==> src/rtl/ssm_pkg.sv <==
package ssm_pkg;
  typedef enum logic [1:0] {
    ST_STARVE = 2'b00,
    ST_HUNGRY = 2'b01,
    ST_SATIS  = 2'b10,
    ST_FRAME  = 2'b11
  } stat_code_e;

  typedef enum logic [1:0] {
    CR_NONE   = 2'b00,
    CR_BURST2 = 2'b01,
    CR_BURST1 = 2'b10
  } credit_e;

  typedef enum logic [1:0] {
    FR_HUNT = 2'b00,
    FR_SLOT = 2'b01,
    FR_DIP  = 2'b10
  } fr_state_e;

  function automatic credit_e credit_of(input logic [1:0] code);
    case (code)
      ST_STARVE: credit_of = CR_BURST1;
      ST_HUNGRY: credit_of = CR_BURST2;
      default:   credit_of = CR_NONE;
    endcase
  endfunction
endpackage

==> src/rtl/ssm_framer.sv <==
module ssm_framer
  import ssm_pkg::*;
#(
  parameter int NPORTS    = 16,
  parameter int CAL_SLOTS = 16,
  parameter int LEN_W     = 7,
  parameter int REP_W     = 8,
  localparam int PORT_W   = $clog2(NPORTS),
  localparam int IDX_W    = $clog2(CAL_SLOTS)
) (
  input  logic                        clk,
  input  logic                        rst_n,
  input  logic                        resync_i,
  input  logic                        valid_i,
  input  logic [1:0]                  word_i,
  input  logic [LEN_W-1:0]            cal_len_i,
  input  logic [REP_W-1:0]            cal_rep_i,
  input  logic [CAL_SLOTS*PORT_W-1:0] cal_map_i,
  output logic                        active_o,
  output logic                        upd_o,
  output logic [PORT_W-1:0]           upd_port_o,
  output logic [1:0]                  upd_code_o,
  output logic                        frm_hit_o,
  output logic                        frm_clr_o,
  output logic                        dip_bad_o,
  output logic                        dip_good_o
);
  fr_state_e         state_q;
  logic [LEN_W-1:0]  slot_q;
  logic [REP_W-1:0]  rep_q;
  logic [1:0]        acc_q;
  logic              rnd_bad_q;

  logic              take;
  logic              slot_last;
  logic              rep_last;
  logic [REP_W-1:0]  rep_end;
  logic [1:0]        dip_exp;
  logic [IDX_W-1:0]  idx;

  assign active_o  = (cal_len_i != '0);
  assign take      = valid_i && active_o && !resync_i;
  assign rep_end   = (cal_rep_i == '0) ? '0 : REP_W'(cal_rep_i - 1'b1);
  assign slot_last = (slot_q >= LEN_W'(cal_len_i - 1'b1));
  assign rep_last  = (rep_q >= rep_end);
  assign dip_exp   = ~acc_q;
  assign idx       = slot_q[IDX_W-1:0];

  assign upd_port_o = cal_map_i[idx*PORT_W +: PORT_W];
  assign upd_code_o = word_i;
  assign upd_o      = take && (state_q == FR_SLOT) && (word_i != ST_FRAME);
  assign frm_hit_o  = take && (state_q == FR_SLOT) && (word_i == ST_FRAME);
  assign dip_bad_o  = take && (state_q == FR_DIP) && (word_i != dip_exp);
  assign dip_good_o = take && (state_q == FR_DIP) && (word_i == dip_exp);
  assign frm_clr_o  = take && (state_q == FR_DIP) && !rnd_bad_q;

  always_ff @(posedge clk) begin
    if (!rst_n || resync_i || !active_o) begin
      state_q   <= FR_HUNT;
      slot_q    <= '0;
      rep_q     <= '0;
      acc_q     <= '0;
      rnd_bad_q <= 1'b0;
    end else if (valid_i) begin
      case (state_q)
        FR_HUNT: begin
          if (word_i == ST_FRAME) begin
            state_q   <= FR_SLOT;
            slot_q    <= '0;
            rep_q     <= '0;
            acc_q     <= '0;
            rnd_bad_q <= 1'b0;
          end
        end
        FR_SLOT: begin
          acc_q <= acc_q ^ word_i;
          if (word_i == ST_FRAME) rnd_bad_q <= 1'b1;
          if (slot_last) begin
            slot_q <= '0;
            if (rep_last) begin
              state_q <= FR_DIP;
              rep_q   <= '0;
            end else begin
              rep_q <= rep_q + 1'b1;
            end
          end else begin
            slot_q <= slot_q + 1'b1;
          end
        end
        FR_DIP:  state_q <= FR_HUNT;
        default: state_q <= FR_HUNT;
      endcase
    end
  end
endmodule

==> src/rtl/ssm_run_cnt.sv <==
module ssm_run_cnt #(
  parameter int THR_W = 4
) (
  input  logic             clk,
  input  logic             rst_n,
  input  logic             resync_i,
  input  logic             hit_i,
  input  logic             clr_i,
  input  logic [THR_W-1:0] thr_i,
  output logic             evt_o,
  output logic             trip_o,
  output logic             lost_o
);
  localparam logic [THR_W-1:0] CNT_MAX = '1;

  logic [THR_W-1:0] cnt_q;
  logic             trip_c;

  assign trip_c = hit_i && (thr_i != '0) && (cnt_q >= thr_i) && !lost_o;

  always_ff @(posedge clk) begin
    if (!rst_n || resync_i) begin
      cnt_q  <= '0;
      evt_o  <= 1'b0;
      trip_o <= 1'b0;
      lost_o <= 1'b0;
    end else begin
      evt_o  <= hit_i;
      trip_o <= trip_c;
      if (trip_c) lost_o <= 1'b1;
      if (hit_i) begin
        if (cnt_q != CNT_MAX) cnt_q <= cnt_q + 1'b1;
      end else if (clr_i) begin
        cnt_q <= '0;
      end
    end
  end
endmodule

==> src/rtl/ssm_credit.sv <==
module ssm_credit
  import ssm_pkg::*;
#(
  parameter int NPORTS  = 16,
  localparam int PORT_W = $clog2(NPORTS)
) (
  input  logic                clk,
  input  logic                rst_n,
  input  logic                resync_i,
  input  logic                upd_i,
  input  logic [PORT_W-1:0]   upd_port_i,
  input  logic [1:0]          upd_code_i,
  input  logic                block_i,
  input  logic [NPORTS-1:0]   ign_i,
  output logic [NPORTS*2-1:0] credit_o
);
  for (genvar p = 0; p < NPORTS; p++) begin : g_port
    logic [1:0] stat_q;

    always_ff @(posedge clk) begin
      if (!rst_n || resync_i) begin
        stat_q <= ST_SATIS;
      end else if (upd_i && (upd_port_i == PORT_W'(p))) begin
        stat_q <= upd_code_i;
      end
    end

    always_comb begin
      if (ign_i[p])     credit_o[2*p +: 2] = CR_BURST1;
      else if (block_i) credit_o[2*p +: 2] = CR_NONE;
      else              credit_o[2*p +: 2] = credit_of(stat_q);
    end
  end
endmodule

==> src/rtl/stat_sync_mon.sv <==
module stat_sync_mon
  import ssm_pkg::*;
#(
  parameter int NPORTS    = 16,
  parameter int CAL_SLOTS = 16,
  parameter int LEN_W     = 7,
  parameter int REP_W     = 8,
  parameter int THR_W     = 4,
  localparam int PORT_W   = $clog2(NPORTS)
) (
  input  logic                        clk,
  input  logic                        rst_n,
  input  logic                        resync_i,
  input  logic                        st_valid_i,
  input  logic [1:0]                  st_word_i,
  input  logic [LEN_W-1:0]            cal_len_i,
  input  logic [REP_W-1:0]            cal_rep_i,
  input  logic [CAL_SLOTS*PORT_W-1:0] cal_map_i,
  input  logic [THR_W-1:0]            dip_max_i,
  input  logic [THR_W-1:0]            frm_max_i,
  input  logic [NPORTS-1:0]           ign_i,
  output logic [NPORTS*2-1:0]         credit_o,
  output logic                        dip_err_o,
  output logic                        frm_err_o,
  output logic                        dip_lost_o,
  output logic                        frm_lost_o,
  output logic                        sync_lost_o
);
  logic              active;
  logic              upd;
  logic [PORT_W-1:0] upd_port;
  logic [1:0]        upd_code;
  logic              frm_hit, frm_clr, dip_bad, dip_good;
  logic              dip_lost_lvl, frm_lost_lvl;

  ssm_framer #(
    .NPORTS(NPORTS), .CAL_SLOTS(CAL_SLOTS), .LEN_W(LEN_W), .REP_W(REP_W)
  ) u_framer (
    .clk(clk), .rst_n(rst_n), .resync_i(resync_i),
    .valid_i(st_valid_i), .word_i(st_word_i),
    .cal_len_i(cal_len_i), .cal_rep_i(cal_rep_i), .cal_map_i(cal_map_i),
    .active_o(active), .upd_o(upd), .upd_port_o(upd_port), .upd_code_o(upd_code),
    .frm_hit_o(frm_hit), .frm_clr_o(frm_clr),
    .dip_bad_o(dip_bad), .dip_good_o(dip_good)
  );

  ssm_run_cnt #(.THR_W(THR_W)) u_dip_run (
    .clk(clk), .rst_n(rst_n), .resync_i(resync_i),
    .hit_i(dip_bad), .clr_i(dip_good), .thr_i(dip_max_i),
    .evt_o(dip_err_o), .trip_o(dip_lost_o), .lost_o(dip_lost_lvl)
  );

  ssm_run_cnt #(.THR_W(THR_W)) u_frm_run (
    .clk(clk), .rst_n(rst_n), .resync_i(resync_i),
    .hit_i(frm_hit), .clr_i(frm_clr), .thr_i(frm_max_i),
    .evt_o(frm_err_o), .trip_o(frm_lost_o), .lost_o(frm_lost_lvl)
  );

  assign sync_lost_o = dip_lost_lvl | frm_lost_lvl;

  ssm_credit #(.NPORTS(NPORTS)) u_credit (
    .clk(clk), .rst_n(rst_n), .resync_i(resync_i),
    .upd_i(upd), .upd_port_i(upd_port), .upd_code_i(upd_code),
    .block_i(sync_lost_o | !active), .ign_i(ign_i), .credit_o(credit_o)
  );
endmodule

==> config.mk <==
export PLATFORM = sky130hd
export DESIGN_NAME = stat_sync_mon
export DESIGN_NICKNAME = d
export VERILOG_FILES = /design/src/rtl/ssm_pkg.sv /design/src/rtl/ssm_framer.sv /design/src/rtl/ssm_run_cnt.sv /design/src/rtl/ssm_credit.sv /design/src/rtl/stat_sync_mon.sv
export SDC_FILE = /design/constraint.sdc
export NUM_CORES = 1
export LEC_CHECK = 0
export ABC_CLOCK_PERIOD_IN_PS = 3600
export BUFFER_PORTS_ARGS = -buffer_cell sky130_fd_sc_hd__buf_2
export CORE_ASPECT_RATIO = 1.75
export CORE_MARGIN = 2
export CORE_UTILIZATION = 40
export DETAILED_ROUTE_END_ITERATION = 10
export GPL_ROUTABILITY_DRIVEN = 0
export PLACE_DENSITY_LB_ADDON = 0.2
export SYNTH_ARGS = -nofsm -noshare
export SYNTH_HDL_FRONTEND = slang
export SYNTH_HIERARCHICAL = 1
export SYNTH_SLANG_ARGS = --single-unit
export TNS_END_PERCENT = 20
==> constraint.sdc <==
create_clock -name clk -period 3.6 [get_ports clk]
set_input_delay 0.54 -clock clk [delete_from_list [all_inputs] [get_ports clk]]
set_output_delay 0.54 -clock clk [all_outputs]
set_load 0.02 [all_outputs]
==> results of run 1 <==
==> layout make-up <==
type,instances,share of cell area
clock inverter,2,0.00611
clock buffer,13,0.0471
inverter,19,0.0124
timing repair buffer,151,0.134
multi-input combinational,422,0.540
sequential,66,0.230
tap,135,0.0294
==> state kept, by name, indices dropped and copies added (netlist names) <==
register / count
u_dip_run/trip_o: 1
u_framer/slot_q: 7
u_frm_run/cnt_q: 4
u_dip_run/cnt_q: 4
u_credit/g_port.stat_q: 32
u_framer/rnd_bad_q: 1
u_frm_run/evt_o: 1
u_framer/state_q: 2
u_frm_run/trip_o: 1
u_dip_run/evt_o: 1
u_dip_run/lost_o: 1
u_framer/acc_q: 2
u_frm_run/lost_o: 1
u_framer/rep_q: 8
==> metrics by stage <==
stage / total power [W] / std cells / setup slack (ns)
6_report: 0.00184 / 808 / 0.502
5_1_grt: 0.00193 / 808 / 0.145
4_1_cts: 0.00186 / 808 / 0.523
3_3_place_gp: 0.000968 / 793 / 0.271
2_1_floorplan: 0.000873 / 532 / 0.758
3_5_place_dp: 0.000974 / 793 / 0.175
==> routing by layer <==
metal	track usage	vias up	wire length (µm)
li1	-	2220	-
met1	0.227	2103	4870
met2	0.382	119	6970
met3	0.0421	20	484
met4	0.0810	0	282
met5	0	-	0
==> where the power goes <==
group	switching, W	internal, W
logic	0.000120	0.000106
registers	0.00000109	0.000732
clock network	0.000296	0.000587
total	0.000417	0.00142
==> final timing paths <==
kind / end / start / depth (start not counted) / slack [ns]
max reg2reg: u_framer/slot_q[5] / u_framer/slot_q[1] / 6 / 0.92
min reg2reg: u_credit/g_port[4].stat_q[0] / u_credit/g_port[4].stat_q[0] / 2 / 0.47
max: u_framer/rep_q[6] / cal_rep_i[0] / 13 / 0.50
min: u_credit/g_port[4].stat_q[0] / u_credit/g_port[4].stat_q[0] / 2 / 0.47
==> worst register-to-register path: cells and delay by family (launching register included) <==
kind	cells	cell delay, ns
simple gates	1	0.24
flops	1	0.77
buf+inv	1	0.26
fa+ha+maj	1	0.23
compound gates	3	1.10
==> logic make-up (layout without fill, tap and decap cells) <==
| group | after synthesis | after routing |
|---|---|---|
| and+or+nand+nor | 256 | 256 |
| AOI/OAI and AO/OA | 73 | 73 |
| DFF | 66 | 66 |
| muxes | 53 | 53 |
| buffers and inverters | 44 | 185 |
| adders and majority gates | 30 | 30 |
| xor gates and xnor gates | 10 | 10 |
==> layout by cell type (no fill, tap or decap), types with 5 or more instances in the layout <==
| master | n |
|---|---|
| buf_2 | 145 |
| nor3_1 | 22 |
| mux2i_1 | 33 |
| and2_1 | 5 |
| nor2b_1 | 7 |
| nor2_1 | 38 |
| a21oi_1 | 24 |
| nor4b_1 | 16 |
| o22ai_1 | 9 |
| or3_1 | 11 |
| dfxtp_1 | 66 |
| or2_2 | 21 |
| nand3_1 | 17 |
| nand4_1 | 8 |
| a31oi_1 | 6 |
| xor2_1 | 5 |
| nand2b_1 | 7 |
| and3_1 | 5 |
| clkbuf_16 | 9 |
| inv_1 | 19 |
| ha_1 | 30 |
| nor3b_1 | 5 |
| xnor2_1 | 5 |
| buf_4 | 6 |
| nand2_1 | 69 |
| mux4_2 | 20 |
| a211oi_1 | 10 |
| o21ai_0 | 7 |
==> summary.md, run 1 <==
The cell with the biggest individual delay on the critical path is a21oi_1. The floorplan has 52 rows. The xor/xnor cell area share of the yosys netlist is 0.0188. For this run, design rule violations remaining after detail routing come to 0. Timing would allow up to 0.323 GHz. The buffer count from post-CTS setup fixing was 0; the total buffers and inverters traversed by the critical path was 2. The combined flip-flop and latch cell area is 1320 µm², and the worst max-slew margin expressed relative to the limit is 0.465. The number of nets in the synthesized netlist came out at 671.

Setup repair after global routing left no endpoint under its margin. The adder and majority gate portion of the synthesized area is 0.0806. Power spread over the standard cell area amounts to 321 nW/µm². After routing the design area is 5740 µm².

The number of maximum-capacitance constraint violations is 0, and the sum of routed wire length over all layers is 12.6 mm. The minimum clock period came out at 3.10 ns. After detailed placement, the total cell area comes to 5430 µm². By area the synthesized netlist is led by dfxtp_1 28%, mux4_2 9.7%, ha_1 8.1%. The simple logic cell fraction of the synthesized area came out at 0.300.

The sum of negative setup slack came out at 0 ns. In this design, the stage delay of the slowest critical-path cell is 0.50 ns. The worst setup path is of the in -> reg kind.

The repair_antennas step left the layout with diodes totalling 0. Among all flip-flop cells after synthesis, the most frequent one is dfxtp_1. The proportion of synthesized area in mux cells was 0.168; the residual overflow from global routing was 0.

The tools report the clock tree root driver cell as clkbuf_16. The critical path startpoint category is an input port. The number of enable-type register cells in the synthesized netlist is 0, and the die extent in x is 85.6 µm. The run finished with clean final reports. A synthesized cell averages 8.75 µm². The count of pins over their slew limit is 0, and the final net count is 808. The synthesis-to-finish area growth works out to 23.2%. The synthesized instance count came out at 532. Fill cells in the final layout number 1099.

The run gives 0.407 as the effective utilization at floorplan. Sorting the synthesized cells by how often they occur yields 69 x nand2_1, 66 x dfxtp_1, 38 x nor2_1. The height of the chip was 147 µm; the first-pass GRT wire length was 21.1 mm. The async set-or-reset flop fraction in the synthesized netlist is 0, and the largest fanout on the critical path is 9.

The run gives 3.35 ns as the data arrival time of the critical path. The layout cell share with drive strength beyond 1 came out at 0.319. The tools report the total iterations of the first detailed-routing run as 4.

Summing over every cut layer, the via total after detailed routing is 4462. The tools report the residual antenna-violating net count after detailed routing as 0. The worst clock skew on the final layout is 0.00641 ns, and the setup violation total in the final timing report is 0.

The tools report the number of hold violations in the final report as 0. The clock-pin slew of the registers on the worst-case setup and hold paths is 0.05 ns, and the area of the die is 12600 µm². The worst setup path is captured at a flip-flop.

The synthesized design spends more area on one cell type than any other, namely dfxtp_1. For the core utilization of the finished layout, the log shows 0.501. Using the TritonRoute via totals, the vias-per-cell ratio works out to 5.52. The final cycle utilization of the critical path works out to 0.861. The combinational family with the most area after synthesis was simple AND/OR/NAND/NOR gates. For the number of global-route vias before repair, the log shows 4559.

nand2_1 is the most common cell in the netlist. The core area is 11500 µm², and the area of combinational cells with multiple inputs is 3100 µm². The required arrival time at the worst endpoint is 3.85 ns. TritonCTS built the clock tree. The worst hold path belongs to the class reg -> reg. After the first detailed-routing iteration, the DRC count stood at 160.

During synthesis, Yosys emitted a total of 6 warnings. IR analysis of the VDD net gives a maximum drop of 0.281 mV. Number of I/O pins: 146. For the area of the mapped netlist, the log shows 4660 µm². The number of hold buffers added after CTS was 0. The share of the synthesized area in compound gates (AO/OA/AOI/OAI) is 0.0989, and the tightest hold margin is 0.474 ns.

The tools report the overall global routing resource usage as 0.207. The tools report the estimated wirelength of the detail-placed design as 10.1 mm. The run gives 0 as the number of antenna violations at the first check in global routing.

The family with the most delay on the worst path is compound AO/OA/AOI/OAI gates. The wire length per cell is 15.6 µm, and the insertion delay to the later sink of the worst-skew pair is 0.33 ns. The register area share after synthesis was 0.284; the cell leakage power was 2.58 nW. The critical path goes through buf_2, inv_1, ha_1, nand2_1, or3_1, nor3b_1, a21oi_1, ha_1, a211oi_1, o21ai_0, a21oi_1, nand3_1, o22ai_1. The number of gates resized after CTS was 0.

The number of clock buffers inserted by TritonCTS is 9. The share of the synthesized area in the top cell type works out to 0.284. No sink is reached through more buffers than the 2 on the longest clock path. The tools report the number of clock sinks as 66. In this run the tool buffered the top-level ports with 145 buffer cells. The slew at the pin with the worst max-slew slack works out to 0.802 ns.

Counting distinct cell types in the post-synthesis netlist gives 52. The number of synthesized register bits is 66. Entering global routing, the biggest net connects 33 pins. For the count of H-tree levels built during CTS, the log shows 3.
(Power assumes the default switching activity.)
==> run 2, diff against run 1 <==
Settings changed: ABC_AREA set to 1.
==> run 2 against run 1 <==
Global-route usage down 2.0 points. Die area grew 6.7%. Clock power increased by 16%. Utilization up 0.18 points. Maximum frequency increased by 16%. Total power up 10%. Critical path type is now in -> out. Critical endpoint is now credit_o[3].
==> summary.md, run 2 <==
The largest buffer count on any clock path is 2 (unchanged). The worst max-slew margin expressed relative to the limit is 0.524 (+0.0592), and the wire length per cell is 11.5 µm (-26%). The number of gates resized after CTS is 0 (unchanged). The via density per instance is 4.81 (-13%). TritonCTS built the clock tree. The logs give 0.265 (-0.0185) for the register area share after synthesis and 1035 (+28%) for the final net count. The critical path in this run is classified as in -> out.

The async set-or-reset flop fraction in the synthesized netlist is 0 (unchanged), and the tightest hold margin is 0.472 ns (-0.00210 ns). The sum of routed wire length over all layers was 12.3 mm (-2.3%). Setup repair after global routing left no endpoint under its margin. Ranked by flip-flop count, first place goes to u_credit/g_port.stat_q.

Layout cell share with drive strength beyond 1: 0.254 (-0.0653). By area the synthesized netlist is led by dfxtp_1 27%, nand2_1 11%, nor2_1 9.3%. The category of the worst setup path capture point was an output pin. The number of DRC violations after detailed-routing iteration 0 was 128 (-20%); the largest voltage drop on the vdd net was 0.220 mV (-22%). The dominant synthesized flop cell is dfxtp_1. The run finished with clean final reports.

The worst clock skew on the final layout was 0.00579 ns (-0.000618 ns); the buffer count from post-CTS setup fixing was 0 (unchanged). The tools report the count of pins over their slew limit as 0 (unchanged). The first-pass GRT wire length was 20.1 mm (-4.7%). Timing-limited maximum frequency: 0.376 GHz (+16%). Number of nets in the synthesized netlist: 897 (+34%).

The die extent in x was 88.4 µm (+3.3%). The largest registers in the layout are u_credit/g_port.stat_q (32), u_framer/rep_q (8), u_framer/slot_q (7). The largest fanout on the critical path works out to 16 (+7).

Count of standard-cell rows: 54 (+3.8%). The count of H-tree levels built during CTS is 3 (unchanged), and the residual antenna-violating net count after detailed routing is 0 (unchanged). The number of clock sinks was 66 (unchanged). Summed over all instances, the cell type with the most area after synthesis is dfxtp_1.

The worst setup path is launched from an input port. Via count: 5141 (+15%). The setup violation total in the final timing report is 0 (unchanged).

From synthesis to final layout, the design area changed by 24.1%. For the area of the mapped netlist, the log shows 4980 µm² (+7.0%). The share of the synthesized area in the top cell type was 0.265 (-0.0185); the core area was 12300 µm² (+7.4%).

The number of clock buffers inserted by TritonCTS is 9 (unchanged), and the number of hold violations in the final report is 0 (unchanged). Ranked by instance count, the synthesized netlist is headed by 147 x nand2_1, 124 x nor2_1, 85 x inv_1. The slew at the pin with the worst max-slew slack was 0.713 ns (-0.0897 ns); the data arrival time of the critical path was 2.12 ns (-1.23 ns). The logs give 9.91 mm (-1.4%) for the estimated wirelength of the detail-placed design and 4618 (+1.3%) for the number of global-route vias before repair. The count of distinct cell types in the synthesized netlist came out at 50 (-3.8%).

The tools report the residual overflow from global routing as 0 (unchanged). The cell leakage power came out at 2.89 nW (+12%). The number of enable-type register cells in the synthesized netlist is 0 (unchanged).

The clock-pin slew of the registers on the worst-case setup and hold paths came out at 0.06 ns (about the same). The total of buffers placed on input and output ports came out at 145 (unchanged). Dominant cell by count in the synthesized netlist: nand2_1. The total iterations of the first detailed-routing run came out at 4 (unchanged). The insertion delay to the later sink of the worst-skew pair was 0.32 ns (about the same). Power per standard cell area: 329 nW/µm² (+2.4%).

The run gives 0.187 (-0.0204) as the overall global routing resource usage. The final cycle utilization of the critical path was 0.739 (-0.122). The area of the die was 13400 µm² (+6.7%); the number of buffers added to fix hold violations after cts was 0 (unchanged). Clock tree synthesis selected as its root buffer the cell clkbuf_16. The height of the chip is 152 µm (+3.3%), and the synthesized instance count is 758 (+42%). The logs give 0 ns (unchanged) for the sum of negative setup slack and 0 (unchanged) for the total inserted antenna cells. For the effective utilization at floorplan, the log shows 0.405 (-0.00152). Leaving out fill and tap cells, the most frequent cells in the layout are 147 x nand2_1, 145 x buf_2, 123 x nor2_1, 85 x inv_1, 66 x dfxtp_1.

The number of maximum-capacitance constraint violations is 0 (unchanged). In this run the worst hold path is classified as reg -> reg. The pin count of the biggest net entering global routing was 25 (-24%); the number of design rule violations left after detail routing was 0 (unchanged). The minimum clock period came out at 2.66 ns (-0.438 ns).

The flip-flop count of the largest register after layout is 32 (unchanged), and the required arrival time at the worst endpoint is 3.06 ns (-0.79 ns). The number of synthesis warnings came out at 6 (unchanged). The number of I/O pins came out at 146 (unchanged). The library cell used most frequently in the layout, excluding fill and tap cells, is nand2_1. The number of antenna violations at the first check in global routing is 0 (unchanged), and the average cell area after synthesis is 6.57 µm² (-25%).

The number of synthesized register bits came out at 66 (unchanged).
[run 2: cell types whose count changed in the layout (fill, tap and decap cells not counted), moves of 22 or more]
| cell | change |
|---|---|
| nand2_1 | +78 |
| nor2_1 | +85 |
| nand3_1 | +36 |
| mux2i_1 | -22 |
| inv_1 | +66 |
| o21ai_0 | +51 |
[run 2: final cells by class]
cell class,count,area [µm²]
fillers,1337,6110
multi-input cells,577,3190
flip-flops and latches,66,1320
repair buffers,151,771
inverters,91,347
clock buffers,9,225
well taps,168,210
clock inverters,7,124
[run 2: cells by family (layout without fill, tap and decap cells)]
group,Yosys count,after routing,share of synthesized area
multiplexers,11,11,0.0221
AO/OA/AOI/OAI,116,116,0.136
buffers and inverters,115,258,0.0959
adder cells (fa/ha/maj),30,30,0.0753
AND/OR/NAND/NOR,405,405,0.379
flip-flops,66,66,0.265
XOR/XNOR,15,15,0.0264
[run 2: worst max-delay path: stages]
cell      delay, ns
buf_2          0.10
inv_1          0.07
ha_1           0.23
nand3b_4       0.12
nand2_1        0.31
or2_2          0.41
o21ai_0        0.16
buf_2          0.19
[run 2: power breakdown]
group	switching, W	internal [W]	leakage [nW]
combinational	0.000165	0.000112	2.19
clock	0.000334	0.000682	0.167
sequential	0.00000511	0.000734	0.533
[run 2: worst paths after layout]
kind                                       from                       endpoint  slack [ns]  depth (start not counted)
setup / recovery                   cal_len_i[0]                    credit_o[3]        0.94                          8
hold / removal    u_credit/g_port[12].stat_q[1]  u_credit/g_port[12].stat_q[1]        0.47                          2
setup reg to reg             u_framer/slot_q[0]   u_credit/g_port[5].stat_q[0]        1.04                         14
hold reg to reg   u_credit/g_port[12].stat_q[1]  u_credit/g_port[12].stat_q[1]        0.47                          2
[run 2: routing by layer]
metal,vias to the layer above,track usage,part of all wire
met5,-,0,0
met4,0,0.0576,0.016
met3,16,0.0336,0.038
met2,96,0.356,0.55
met1,2281,0.203,0.40
li1,2748,-,-
[run 2: stage by stage]
step / area, µm² / cells / power, W / utilization / setup slack [ns]
floorplan: 4980 / 758 / 0.000928 / - / 1.04
global placement: 5830 / 1053 / 0.00103 / 0.474 / 0.772
detailed placement: 5830 / 1053 / 0.00103 / 0.474 / 0.703
CTS: 6180 / 1069 / 0.00206 / 0.503 / 0.890
global route: 6180 / 1069 / 0.00214 / 0.503 / 0.689
finish: 6180 / 1069 / 0.00203 / 0.503 / 0.940
